===== src/rtl/sif_pkg.sv =====
package sif_pkg;

    localparam int CODE_W = 6;
    localparam int BYTE_W = 8;
    localparam int CNT_W  = $clog2(BYTE_W);

    typedef enum logic [2:0] {
        ST_IDLE,
        ST_MODE,
        ST_WRITE,
        ST_READ,
        ST_REJECT
    } sif_state_e;

    typedef struct packed {
        logic [CODE_W-1:0] code;
        logic              rd;
    } sif_hdr_t;

    // Header bits 7..1: code in the upper six, direction below them.
    function automatic sif_hdr_t hdr_decode(input logic [CODE_W:0] b);
        sif_hdr_t h;
        h.code = b[CODE_W:1];
        h.rd   = b[0];
        return h;
    endfunction

endpackage


===== src/rtl/sif_sync.sv =====
module sif_sync #(
    parameter int WIDTH  = 2,
    parameter int STAGES = 2
) (
    input  logic             clk,
    input  logic             rst,
    input  logic [WIDTH-1:0] din,
    output logic [WIDTH-1:0] dout
);
    for (genvar i = 0; i < WIDTH; i++) begin : g_bit
        logic [STAGES-1:0] chain;
        always_ff @(posedge clk) begin
            if (rst) chain <= '0;
            else     chain <= {chain[STAGES-2:0], din[i]};
        end
        assign dout[i] = chain[STAGES-1];
    end
endmodule


===== src/rtl/sif_edge.sv =====
module sif_edge (
    input  logic clk,
    input  logic rst,
    input  logic lvl,
    output logic rise,
    output logic fall
);
    logic prev;
    always_ff @(posedge clk) begin
        if (rst) prev <= 1'b0;
        else     prev <= lvl;
    end
    assign rise = lvl & ~prev;
    assign fall = ~lvl & prev;
endmodule


===== src/rtl/sif_rx.sv =====
module sif_rx
    import sif_pkg::*;
(
    input  logic              clk,
    input  logic              rst,
    input  logic              clear,
    input  logic              bit_stb,
    input  logic              bit_in,
    output logic [CNT_W-1:0]  cnt,
    output logic              byte_stb,
    output logic [BYTE_W-1:0] byte_q
);
    logic [BYTE_W-2:0] sh;

    always_ff @(posedge clk) begin
        if (rst || clear) begin
            sh  <= '0;
            cnt <= '0;
        end else if (bit_stb) begin
            sh  <= {sh[BYTE_W-3:0], bit_in};
            cnt <= cnt + 1'b1;
        end
    end

    assign byte_stb = bit_stb && (cnt == CNT_W'(BYTE_W-1));
    assign byte_q   = {sh, bit_in};

    // deselect restarts bit alignment
    a_r7_clear_restarts: assert property (@(posedge clk) disable iff (rst)
        clear |=> (cnt == '0));
endmodule


===== src/rtl/sif_tx.sv =====
module sif_tx
    import sif_pkg::*;
(
    input  logic              clk,
    input  logic              rst,
    input  logic              load,
    input  logic              shift,
    input  logic [BYTE_W-1:0] din,
    output logic              msb
);
    logic [BYTE_W-1:0] sh;

    always_ff @(posedge clk) begin
        if (rst)        sh <= '1;
        else if (load)  sh <= din;
        else if (shift) sh <= {sh[BYTE_W-2:0], 1'b1};
    end

    assign msb = sh[BYTE_W-1];

    // popped byte leads with its MSB
    a_r6_load_msb_first: assert property (@(posedge clk) disable iff (rst)
        load |=> (msb == $past(din[BYTE_W-1])));
endmodule


===== src/rtl/sif_host_slave.sv =====
module sif_host_slave
    import sif_pkg::*;
#(
    parameter int SYNC_STAGES = 2
) (
    input  logic              clk,
    input  logic              rst,
    input  logic              sif_cs,
    input  logic              sif_sck,
    input  logic              sif_sdi,
    output logic              sif_sdo,
    output logic              sif_sdo_oe,
    output logic              sif_busy_n,
    input  logic [CODE_W-1:0] cfg_mode_code,
    input  logic              cfg_tristate,
    output logic              cmd_wr_valid,
    output logic [BYTE_W-1:0] cmd_wr_data,
    output logic              cmd_end,
    input  logic              cmd_consumed,
    output logic              rsp_rd_req,
    input  logic [BYTE_W-1:0] rsp_rd_data
);
    localparam int NSYNC = 3;

    logic [NSYNC-1:0] sync_q;
    logic cs_s, sck_s, sdi_s, sck_rise, sck_fall, sck_r, sck_f;

    sif_sync #(.WIDTH(NSYNC), .STAGES(SYNC_STAGES)) u_sync (
        .clk(clk), .rst(rst),
        .din({sif_sdi, sif_sck, sif_cs}),
        .dout(sync_q)
    );
    assign cs_s  = sync_q[0];
    assign sck_s = sync_q[1];
    assign sdi_s = sync_q[2];

    sif_edge u_sck_edge (
        .clk(clk), .rst(rst), .lvl(sck_s),
        .rise(sck_rise), .fall(sck_fall)
    );
    assign sck_r = sck_rise & cs_s;
    assign sck_f = sck_fall & cs_s;

    logic [CNT_W-1:0]  rx_cnt;
    logic              rx_stb;
    logic [BYTE_W-1:0] rx_byte;

    sif_rx u_rx (
        .clk(clk), .rst(rst), .clear(~cs_s),
        .bit_stb(sck_r), .bit_in(sdi_s),
        .cnt(rx_cnt), .byte_stb(rx_stb), .byte_q(rx_byte)
    );

    sif_state_e state;
    sif_hdr_t   hdr;
    logic       wrote, tx_on, tx_shift, tx_msb;

    assign hdr        = hdr_decode(rx_byte[BYTE_W-1:1]);
    assign rsp_rd_req = (state == ST_READ) && sck_f && (rx_cnt == '0);
    assign tx_shift   = (state == ST_READ) && sck_f && (rx_cnt != '0);

    sif_tx u_tx (
        .clk(clk), .rst(rst), .load(rsp_rd_req), .shift(tx_shift),
        .din(rsp_rd_data), .msb(tx_msb)
    );

    always_ff @(posedge clk) begin
        if (rst) begin
            state        <= ST_IDLE;
            sif_busy_n   <= 1'b1;
            wrote        <= 1'b0;
            tx_on        <= 1'b0;
            cmd_wr_valid <= 1'b0;
            cmd_wr_data  <= '0;
            cmd_end      <= 1'b0;
        end else begin
            cmd_wr_valid <= 1'b0;
            cmd_end      <= 1'b0;
            if (!sif_busy_n && cmd_consumed) sif_busy_n <= 1'b1;
            if (!cs_s) begin
                if (state == ST_WRITE && wrote) begin
                    sif_busy_n <= 1'b0;
                    cmd_end    <= 1'b1;
                end
                state <= ST_IDLE;
                wrote <= 1'b0;
                tx_on <= 1'b0;
            end else begin
                case (state)
                    ST_IDLE: state <= ST_MODE;
                    ST_MODE: if (rx_stb) begin
                        if (hdr.code == cfg_mode_code && sif_busy_n)
                            state <= hdr.rd ? ST_READ : ST_WRITE;
                        else
                            state <= ST_REJECT;
                    end
                    ST_WRITE: if (rx_stb) begin
                        cmd_wr_valid <= 1'b1;
                        cmd_wr_data  <= rx_byte;
                        wrote        <= 1'b1;
                    end
                    ST_READ: if (sck_f) tx_on <= 1'b1;
                    default: ;
                endcase
            end
        end
    end

    always_comb begin
        case (state)
            ST_WRITE: sif_sdo = 1'b0;
            ST_READ:  sif_sdo = tx_on ? tx_msb : 1'b0;
            default:  sif_sdo = 1'b1;
        endcase
    end

    assign sif_sdo_oe = ~cfg_tristate | cs_s;

    // pushes only come out of an accepted write
    a_r5_push_from_write: assert property (@(posedge clk) disable iff (rst)
        cmd_wr_valid |-> ($past(state) == ST_WRITE));

    // a refused header never pushes
    a_r4_reject_silent: assert property (@(posedge clk) disable iff (rst)
        (state == ST_REJECT) |-> !cmd_wr_valid);

    // busy only set by the end of a write
    a_r8_busy_from_write: assert property (@(posedge clk) disable iff (rst)
        $fell(sif_busy_n) |-> ($past(state) == ST_WRITE));

    // busy only released by consumption
    a_r8_busy_release: assert property (@(posedge clk) disable iff (rst)
        $rose(sif_busy_n) |-> $past(cmd_consumed));
endmodule


===== config.mk =====
export PLATFORM = sky130hd
export DESIGN_NAME = sif_host_slave
export DESIGN_NICKNAME = d
export VERILOG_FILES = /design/src/rtl/sif_pkg.sv /design/src/rtl/sif_sync.sv /design/src/rtl/sif_edge.sv /design/src/rtl/sif_rx.sv /design/src/rtl/sif_tx.sv /design/src/rtl/sif_host_slave.sv
export SDC_FILE = /design/constraint.sdc
export NUM_CORES = 1
export LEC_CHECK = 0
export BUFFER_PORTS_ARGS = -buffer_cell sky130_fd_sc_hd__buf_2
export CAP_MARGIN = 5
export CORE_MARGIN = 3
export CORE_UTILIZATION = 50
export CTS_BUF_LIST = sky130_fd_sc_hd__clkbuf_8
export DETAILED_ROUTE_END_ITERATION = 10
export GPL_TIMING_DRIVEN = 0
export PLACE_DENSITY_LB_ADDON = 0.08
export SLEW_MARGIN = 40
export SYNTH_ARGS = -nofsm -noshare
export SYNTH_HDL_FRONTEND = slang
export SYNTH_HIERARCHICAL = 1
export SYNTH_SLANG_ARGS = --single-unit
export TNS_END_PERCENT = 10

===== constraint.sdc =====
create_clock -name clk -period 1.55 [get_ports clk]
set_input_delay 0.31 -clock clk [delete_from_list [all_inputs] [get_ports clk]]
set_output_delay 0.31 -clock clk [all_outputs]
set_load 0.1 [all_outputs]

# Yosys cells after proc, flatten, opt, wreduce, memory -nomap -nowiden
# Cells that the tools add are included.
dict set report word_totals {
  regBits 41
  elab_cells 65
  input_bits 21
  output_inout_bits 14
}
dict set report classes {
  n_reduce_logical 21
  add_sub_neg 1
  muxes 13
  n_eq_ne 6
  bitwise_logic 10
}
# operator count
set ops {}
lappend ops {{8-bit two-way mux} 2}
lappend ops {{1-bit logical AND} 7}
lappend ops {{1-bit two-way mux} 7}
lappend ops {{3-bit by 2-bit == test with 1-bit output, second input constant} 2}
lappend ops {{6-bit == test} 1}
lappend ops {{3-bit logical NOT} 2}
lappend ops {{3-bit two-way mux} 2}
lappend ops {{3-bit case mux with 2 select lines} 1}
lappend ops {{2-bit AND reduction} 3}
lappend ops {{1-bit inverter} 5}
lappend ops {{1-bit AND} 4}
lappend ops {{2-bit nonzero test} 2}
lappend ops {{2-bit OR reduction} 2}
lappend ops {{3-bit by 1-bit adder with 3-bit output, second input constant} 1}
lappend ops {{3-bit by 1-bit == test with 1-bit output, second input constant} 1}
lappend ops {{3-bit == test, second input constant} 1}
lappend ops {{3-bit AND reduction} 1}
lappend ops {{3-bit nonzero test} 1}
lappend ops {{3-bit OR reduction} 1}
lappend ops {{2-bit inequality test, second input constant} 1}
lappend ops {{1-bit case mux with 2 select lines} 1}
lappend ops {{1-bit logical NOT} 1}
lappend ops {{1-bit logical OR} 1}
lappend ops {{1-bit OR} 1}

# Depth between registers and ports, before layout
# Gate-level depths: netlist (run 1).
dict set report depth {
  word_depth 7
  ltp_mapped 9
  mapped_depth_nobuf 7
}

# Hierarchy
# Netlist (run 1), hierarchy kept.
# module cells_per_inst seq_area_each_um2 instances area_each_um2
set modules_own_cells {}
lappend modules_own_cells {sif_host_slave 73 320.3 1 696.9}
lappend modules_own_cells {sif_rx 37 200.2 1 405.4}
lappend modules_own_cells {sif_tx 35 160.2 1 365.4}
lappend modules_own_cells {sif_sync 15 120.1 1 180.2}
lappend modules_own_cells {sif_edge 4 20.0 1 38.8}

# Least setup slack after synthesis (run 1)
# Ideal clock, no wire load.
dict set report synth_path {
  path_kind {flip-flop to flip-flop}
  start {reg u_sync.g_bit[0].chain[1]}
  end {reg u_tx.sh[4]}
  n_path_buf 1
  t_arrival_ns 2.716
  path_stages_with_launch 7
  period_less_slack_ns 2.790
  setup_ns 0.074
  path_slack_ns -1.240
  t_required_ns 1.476
  cell_sequence {dfxtp_1 -> buf_4 -> nor2b_2 -> nand4_1 -> nor2b_1 -> nor2_2 -> a21oi_1}
}
dict set report synth_between {
  elab_chain_cells 4
  word_cells_on_any_way 6
  classes_between {1 x mux; 1 x bitwise; 4 x reduce/logical}
}
# item line
set synth_lines {}
lappend synth_lines {{start: declaration} sif_sync.sv:11} ;# logic [STAGES-1:0] chain;
lappend synth_lines {{start signal: assignment} sif_sync.sv:14} ;# else chain <= {chain[STAGES-2:0], din[i]};
lappend synth_lines {{1-bit AND (*)} sif_host_slave.sv:42} ;# assign sck_f = sck_fall & cs_s;
lappend synth_lines {{1-bit logical AND (*) (2 in series)} sif_host_slave.sv:59} ;# assign rsp_rd_req = (state == ST_READ) && sck_f && (rx_cnt == '0);
lappend synth_lines {{named net rsp_rd_req} sif_host_slave.sv:20} ;# output logic rsp_rd_req,
lappend synth_lines {{8-bit two-way mux / 2-bit nonzero test (equally long branches)} -}
lappend synth_lines {{end signal: assignment} sif_tx.sv:15} ;# else if (load) sh <= din;
lappend synth_lines {{end signal: assignment} sif_tx.sv:16} ;# else if (shift) sh <= {sh[BYTE_W-2:0], 1'b1};
lappend synth_lines {{end: declaration} sif_tx.sv:11} ;# logic [BYTE_W-1:0] sh;
# Mark *: on every way through the listed nets, which the timed path passes. The rest lies on a longest branch.
# A chain may end at the register's enable or synchronous reset.

# Worst setup path after layout (run 1)
dict set report layout_path {
  start {reg state[2]}
  end {out rsp_rd_req}
}
dict set report layout_between {
  elab_chain_cells 3
}
# item line
set layout_lines {}
lappend layout_lines {{start: declaration} sif_host_slave.sv:54} ;# sif_state_e state;
lappend layout_lines {{start signal: assignment} sif_host_slave.sv:93} ;# state <= hdr.rd ? ST_READ : ST_WRITE;
lappend layout_lines {{3-bit by 2-bit == test with 1-bit output} sif_host_slave.sv:59}
lappend layout_lines {{1-bit logical AND (2 in series)} sif_host_slave.sv:59}
lappend layout_lines {{end: declaration} sif_host_slave.sv:20}
# No other way between the ends.

==> flow_summary.yaml, run 1 <==
timing:
  finalCritPeriodShare: 1.07
  tns_ns: -0.769
  hold_viol: 0
  setup_viol: 11
  worstMarginPinSlew_ns: 0.583
  fin_skew_ns: 0.00180
  period_minus_slack_ns: 1.65
  rsz0062_at_grt: "true"
  layout_setup_ws_ns: -0.102
  max_freq_ghz: 0.605
  slew_violations: 0
  slew_headroom: 0.608
setup_path:
  cp-start-kind: "register"
  crit_top_cell: "nor2b_4"
  cpPeakStageDelay_ns: 0.36
  critPathMaxFanout: 5
  cp.arrival_ns: 1.34
  criticalPathCategory: "register to output pin"
  cp_top_family: "simple AND/OR/NAND/NOR gates"
  crit_path_end_kind: "output pin"
  critPathRequiredTime_ns: 1.24
  rrSetupSlack_ns: -0.09
  crit_slowest_cell: "dfxtp_2"
  worst-path-buf-inv: 1
  path_cells: "nor2b_4 > nand4_1 > nor2b_4 > buf_12"
routing:
  vias_per_cell: 4.86
  routedWlPerCell_um: 12.5
  totalWireLength_um: 3220
  drtIter0Drc: 58
  dr_total_vias: 1249
  postRouteAntennaNets: 0
  firstDrtPassIters: 3
  drcViolationCount: 0
clocking:
  cts_buffers: 5
  cts.sinks: 41
  cts_root_buf: "clkbuf_8"
  ctsLongestPathBuffers: 2
  path_clk_slew_ns: 0.07
  cts_tree: "built"
  htree_levels: 2
  insertion_delay_ns: 0.28
cells_and_area:
  nFillCells: 267
  area.sequential_sq_um: 828
  multiInputGateArea_sq_um: 823
  layout-drive-gt1-share: 0.366
  diodes: 0
  area_growth_pct: 27.2
  layout.nets: 236
place:
  portBuffers: 34
  place_congestion: 0.791
  dp_slack_ns: -0.300
  dp_hpwl_um: 2180
outcome:
  outcome: "finished, violations left"
  violations: "setup timing"
logic_synthesis:
  synth.avg_cell_area_sq_um: 10.3
  ys.flop_type: "dfxtp_1"
  yosys_register_bits: 41
  synth_top_area_cell: "dfxtp_1"
  netlist_top_cells_area: "dfxtp_1 49%, mux2i_1 14%, nor2_1 5.1%"
  yosys.area.top_type_share: 0.487
  seq_area_frac_synth: 0.487
  synthesis.nets: 187
  ys_types: 33
  synth_edf_count: 0
  ys.warnings.count: 6
  synth_area_sq_um: 1690
  ys_async_sr_fraction: 0
  syn_inst: 164
floorplan:
  die_w_um: 64.1
  rows: 20
  die-height_um: 64.1
  dieArea_sq_um: 4110
  core_sq_um: 3130
  io_pins: 35
  initial_core_util: 0.539
power:
  power.leakage_nw: 0.845
  ir_worst_vdd_mv: 0.521
  power_density_nw_per_um2: 857
global_routing:
  grt_usage: 0.181
  grt_overflow: 0
  grt_pass1_vias: 1276
  grt_pass1_wl_um: 5730
  antenna_found_initial: 0
  grt_max_degree: 15
job:
  max_cap_violations: 0
hold_path:
  min_path_type: "primary input to register"
-- per-stage QoR --
stage	instance area [sq um]	total power [mW]	hold WS, ns	instances	util
after floorplan	1710	1.14	0.374	164	-
after global placement	1940	1.18	0.420	242	0.620
after detailed placement	1940	1.18	0.430	242	0.620
after CTS	2110	1.86	0.220	255	0.674
after global routing	2140	1.93	0.237	257	0.686
final	2140	1.84	0.228	257	0.686
-- Yosys cell counts, drive strengths merged, types with 2 or more instances --
library cell and n:
nand4 2, xnor2 4, nor3 4, a21oi 8, xor2 3, dfxtp 41, mux2i 24, and2 2
nor2 24, nand2 4, nand3 2, nor2b 13, buf 9, nor3b 8, inv 2, ha 2
-- path summary, 6_finish.rpt --
kind                                                           from                                  end  depth (start not counted)
worst min-delay path                                         sif_cs  u_sync/g_bit[0].chain[0]$_SDFF_PP0_                          2
worst min register to register  u_sync/g_bit[0].chain[0]$_SDFF_PP0_  u_sync/g_bit[0].chain[1]$_SDFF_PP0_                          1
worst max-delay path                          state[2]$_SDFFE_PP0P_                           rsp_rd_req                          4
worst max register to register  u_sync/g_bit[1].chain[1]$_SDFF_PP0_          cmd_wr_data[3]$_SDFFE_PP0P_                          8
-- cells by family (layout without fill, tap and decap cells) --
family	Yosys count	in the layout	synth area share
AO/OA/AOI/OAI	14	14	0.0527
XOR/XNOR	7	7	0.0364
adder cells (fa/ha/maj)	2	2	0.0148
buffers and inverters	12	61	0.0579
flip-flops	41	41	0.487
multiplexers	24	24	0.142
AND/OR/NAND/NOR	64	64	0.209
-- report_power, final --
part | internal (mW) | switching, mW | leakage, nW
registers | 1.06 | 0.00497 | 0.335
logic | 0.0484 | 0.0519 | 0.462
clock network | 0.346 | 0.324 | 0.0485
-- state kept, by name (all words and copies together) (netlist names) --
signal              cells
cmd_wr_data             8
u_tx/sh                 8
u_rx/sh                 7
u_sync/g_bit.chain      6
state                   3
u_rx/cnt                3
cmd_end                 1
cmd_wr_valid            1
sif_busy_n              1
tx_on                   1
u_sck_edge/prev         1
wrote                   1
-- routing by layer --
metal | up-vias | wire, um | track usage
met3 | 5 | 174 | 0.0633
met4 | 0 | 49 | 0.0647
met1 | 562 | 1370 | 0.208
li1 | 651 | - | -
met5 | - | 0 | 0
met2 | 31 | 1620 | 0.308
-- cell usage in the layout (no fill, tap or decap), types with 2 or more instances in the layout --
cell	count
nor3_1	4
xnor2_1	4
nand2_1	4
nand4_1	2
nor2b_4	4
inv_1	3
nor2b_1	9
buf_2	31
xor2_1	3
and2_4	2
nor2_1	23
ha_1	2
a21oi_1	7
mux2i_1	24
clkbuf_8	6
dfxtp_1	35
nor3b_1	5
buf_4	13
buf_6	6
nor3b_2	3
dfxtp_2	6
-- layout make-up --
type,count,share of cell area
Sequential cell,41,0.386
Multi-Input combinational cell,111,0.384
Timing Repair Buffer,44,0.125
Clock buffer,6,0.0385
Buffer,8,0.0350
Tap cell,44,0.0257
Inverter,2,0.00350
Clock inverter,1,0.00175
-- timing repair --
item	CTS	global route
setup endpoints to repair	18	18
resized for setup	17	5
gates cloned	1	0
endpoints found under the hold margin	0	0
pin swaps	3	6
buffers inserted	7	2
hold buffers	0	0
No activity file was read; power rests on OpenSTA's default activity.
==> run 2: changes to the inputs <==
==> constraint.sdc (replaced) <==
create_clock -name clk -period 1.55 [get_ports clk]
set_input_delay 0.31 -clock clk [delete_from_list [all_inputs] [get_ports clk]]
set_output_delay 0.31 -clock clk [all_outputs]
set_load 0.005 [all_outputs]
==> run 2 against run 1 <==
  * The run still ends with setup timing left
  * Worst hold slack better by 0.0023 ns
  * Maximum frequency up 2.5%
  * Power shrank 3.0%
  * Clock power shrank 5.5%
  * Setup slack better by 0.040 ns
  * Clock skew up 0.0013 ns
  * Critical path type unchanged
  * Critical endpoint unchanged
  * Largest power group unchanged
  * Highest routed layer unchanged
==> flow_summary.yaml, run 2 (synthesis results as in run 1) <==
setup_path:
  criticalPathCategory: "register to output pin"
  cp.arrival_ns: 1.30
  cp-start-kind: "register"
  crit_path_end_kind: "output pin"
  critPathMaxFanout: 2
  rr_worst_depth: 7
  critPathRequiredTime_ns: 1.24
cells_and_area:
  nFillCells: 292
  top_regs: "cmd_wr_data x8, u_tx/sh x8, u_rx/sh x7"
  multiInputGateArea_sq_um: 805
  fin_area_sq_um: 2080
  diodes: 0
  layout_commonest_cell: "dfxtp_1"
  layout.nets: 234
  area_growth_pct: 23.2
  area.sequential_sq_um: 830
  final_cell_mix: "36 x dfxtp_1, 34 x buf_2, 24 x mux2i_1, 23 x nor2_1, 11 x buf_4"
  layout-drive-gt1-share: 0.330
timing:
  slew_headroom: 0.654
  rsz0062_at_grt: "true"
  hold_viol: 0
  period_minus_slack_ns: 1.61
  layout_setup_ws_ns: -0.0627
  slew_violations: 0
  worstMarginPinSlew_ns: 0.514
  fin_skew_ns: 0.00312
  hold_slack_ns: 0.231
  setup_viol: 5
  finalCritPeriodShare: 1.04
  max_freq_ghz: 0.620
place:
  dp_slack_ns: -0.282
  place_congestion: 0.742
  dp_hpwl_um: 2310
  placed_area_sq_um: 1920
  portBuffers: 34
global_routing:
  grt_pass1_vias: 1255
  grt_pass1_wl_um: 5610
  grt_usage: 0.176
  antenna_found_initial: 0
  grt_max_degree: 15
  grt_overflow: 0
outcome:
  outcome: "finished, violations left"
  violations: "setup timing"
clocking:
  cts_root_buf: "clkbuf_8"
  cts_buffers: 5
  holdBufCountCts: 0
  cts.sinks: 41
  htree_levels: 2
  path_clk_slew_ns: 0.07
  insertion_delay_ns: 0.28
  cts_tree: "built"
  ctsLongestPathBuffers: 2
routing:
  drtIter0Drc: 55
  vias_per_cell: 5.09
  drcViolationCount: 0
  postRouteAntennaNets: 0
  routedWlPerCell_um: 12.8
  dr_total_vias: 1302
  firstDrtPassIters: 4
  totalWireLength_um: 3290
power:
  power_mw: 1.78
  power.leakage_nw: 0.831
  ir_worst_vdd_mv: 0.619
  power_density_nw_per_um2: 858
floorplan:
  rows: 20
  io_pins: 35
  initial_core_util: 0.539
  core_sq_um: 3130
  die_w_um: 64.1
  dieArea_sq_um: 4110
  die-height_um: 64.1
hold_path:
  holdPathStages: 2
  min_path_type: "primary input to register"
job:
  max_cap_violations: 0
## run 2: cell type report
class | instances | area share
inverters | 2 | 0.00361
clock inverters | 3 | 0.00542
well taps | 44 | 0.0265
multi-input cells | 111 | 0.387
repair buffers | 43 | 0.114
plain buffers | 7 | 0.0307
flip-flops and latches | 41 | 0.399
clock buffers | 5 | 0.0331
## run 2: power breakdown
| group | switching [mW] | internal (mW) | total (mW) |
|---|---|---|---|
| sequential | 0.00494 | 1.06 | 1.07 |
| combinational | 0.0385 | 0.0453 | 0.0837 |
| clock | 0.334 | 0.300 | 0.634 |
| total | 0.377 | 1.41 | 1.78 |
## run 2: what timing repair did
item,in CTS,in global routing
buffers inserted,6,2
pin swaps,2,2
endpoints found under the setup margin,22,21
gates resized for setup,11,5
cloned,1,0
## run 2: path summary, 6_finish.rpt
path                                       start                                   to  slack, ns
max                     u_rx/cnt[0]$_SDFFE_PP0P_                           rsp_rd_req      -0.06
min                                       sif_cs  u_sync/g_bit[0].chain[0]$_SDFF_PP0_       0.23
max reg2reg  u_sync/g_bit[1].chain[1]$_SDFF_PP0_          cmd_wr_data[3]$_SDFFE_PP0P_      -0.02
min reg2reg  u_sync/g_bit[1].chain[0]$_SDFF_PP0_  u_sync/g_bit[1].chain[1]$_SDFF_PP0_       0.44
## run 2: per-layer routing
layer,GRT usage,vias to the layer above,part of all wire
met1,0.230,619,0.46
met4,0.0647,0,0.013
met2,0.290,31,0.48
li1,-,647,-
met5,0,-,0
met3,0.0316,5,0.046
## run 2: worst max-delay path, cell delays in order, from the launching register on
cell     delay [ns]
dfxtp_2        0.33
buf_4          0.13
nor3_1         0.23
nor2b_4        0.20
buf_2          0.12
## run 2: per-stage QoR
step	utilization	instances	TNS, ns
after global routing	0.664	256	-1.24
after floorplan	-	164	-0.495
after global placement	0.614	242	-2.89
after CTS	0.664	256	-0.714
final	0.664	256	-0.0920
after detailed placement	0.614	242	-3.78
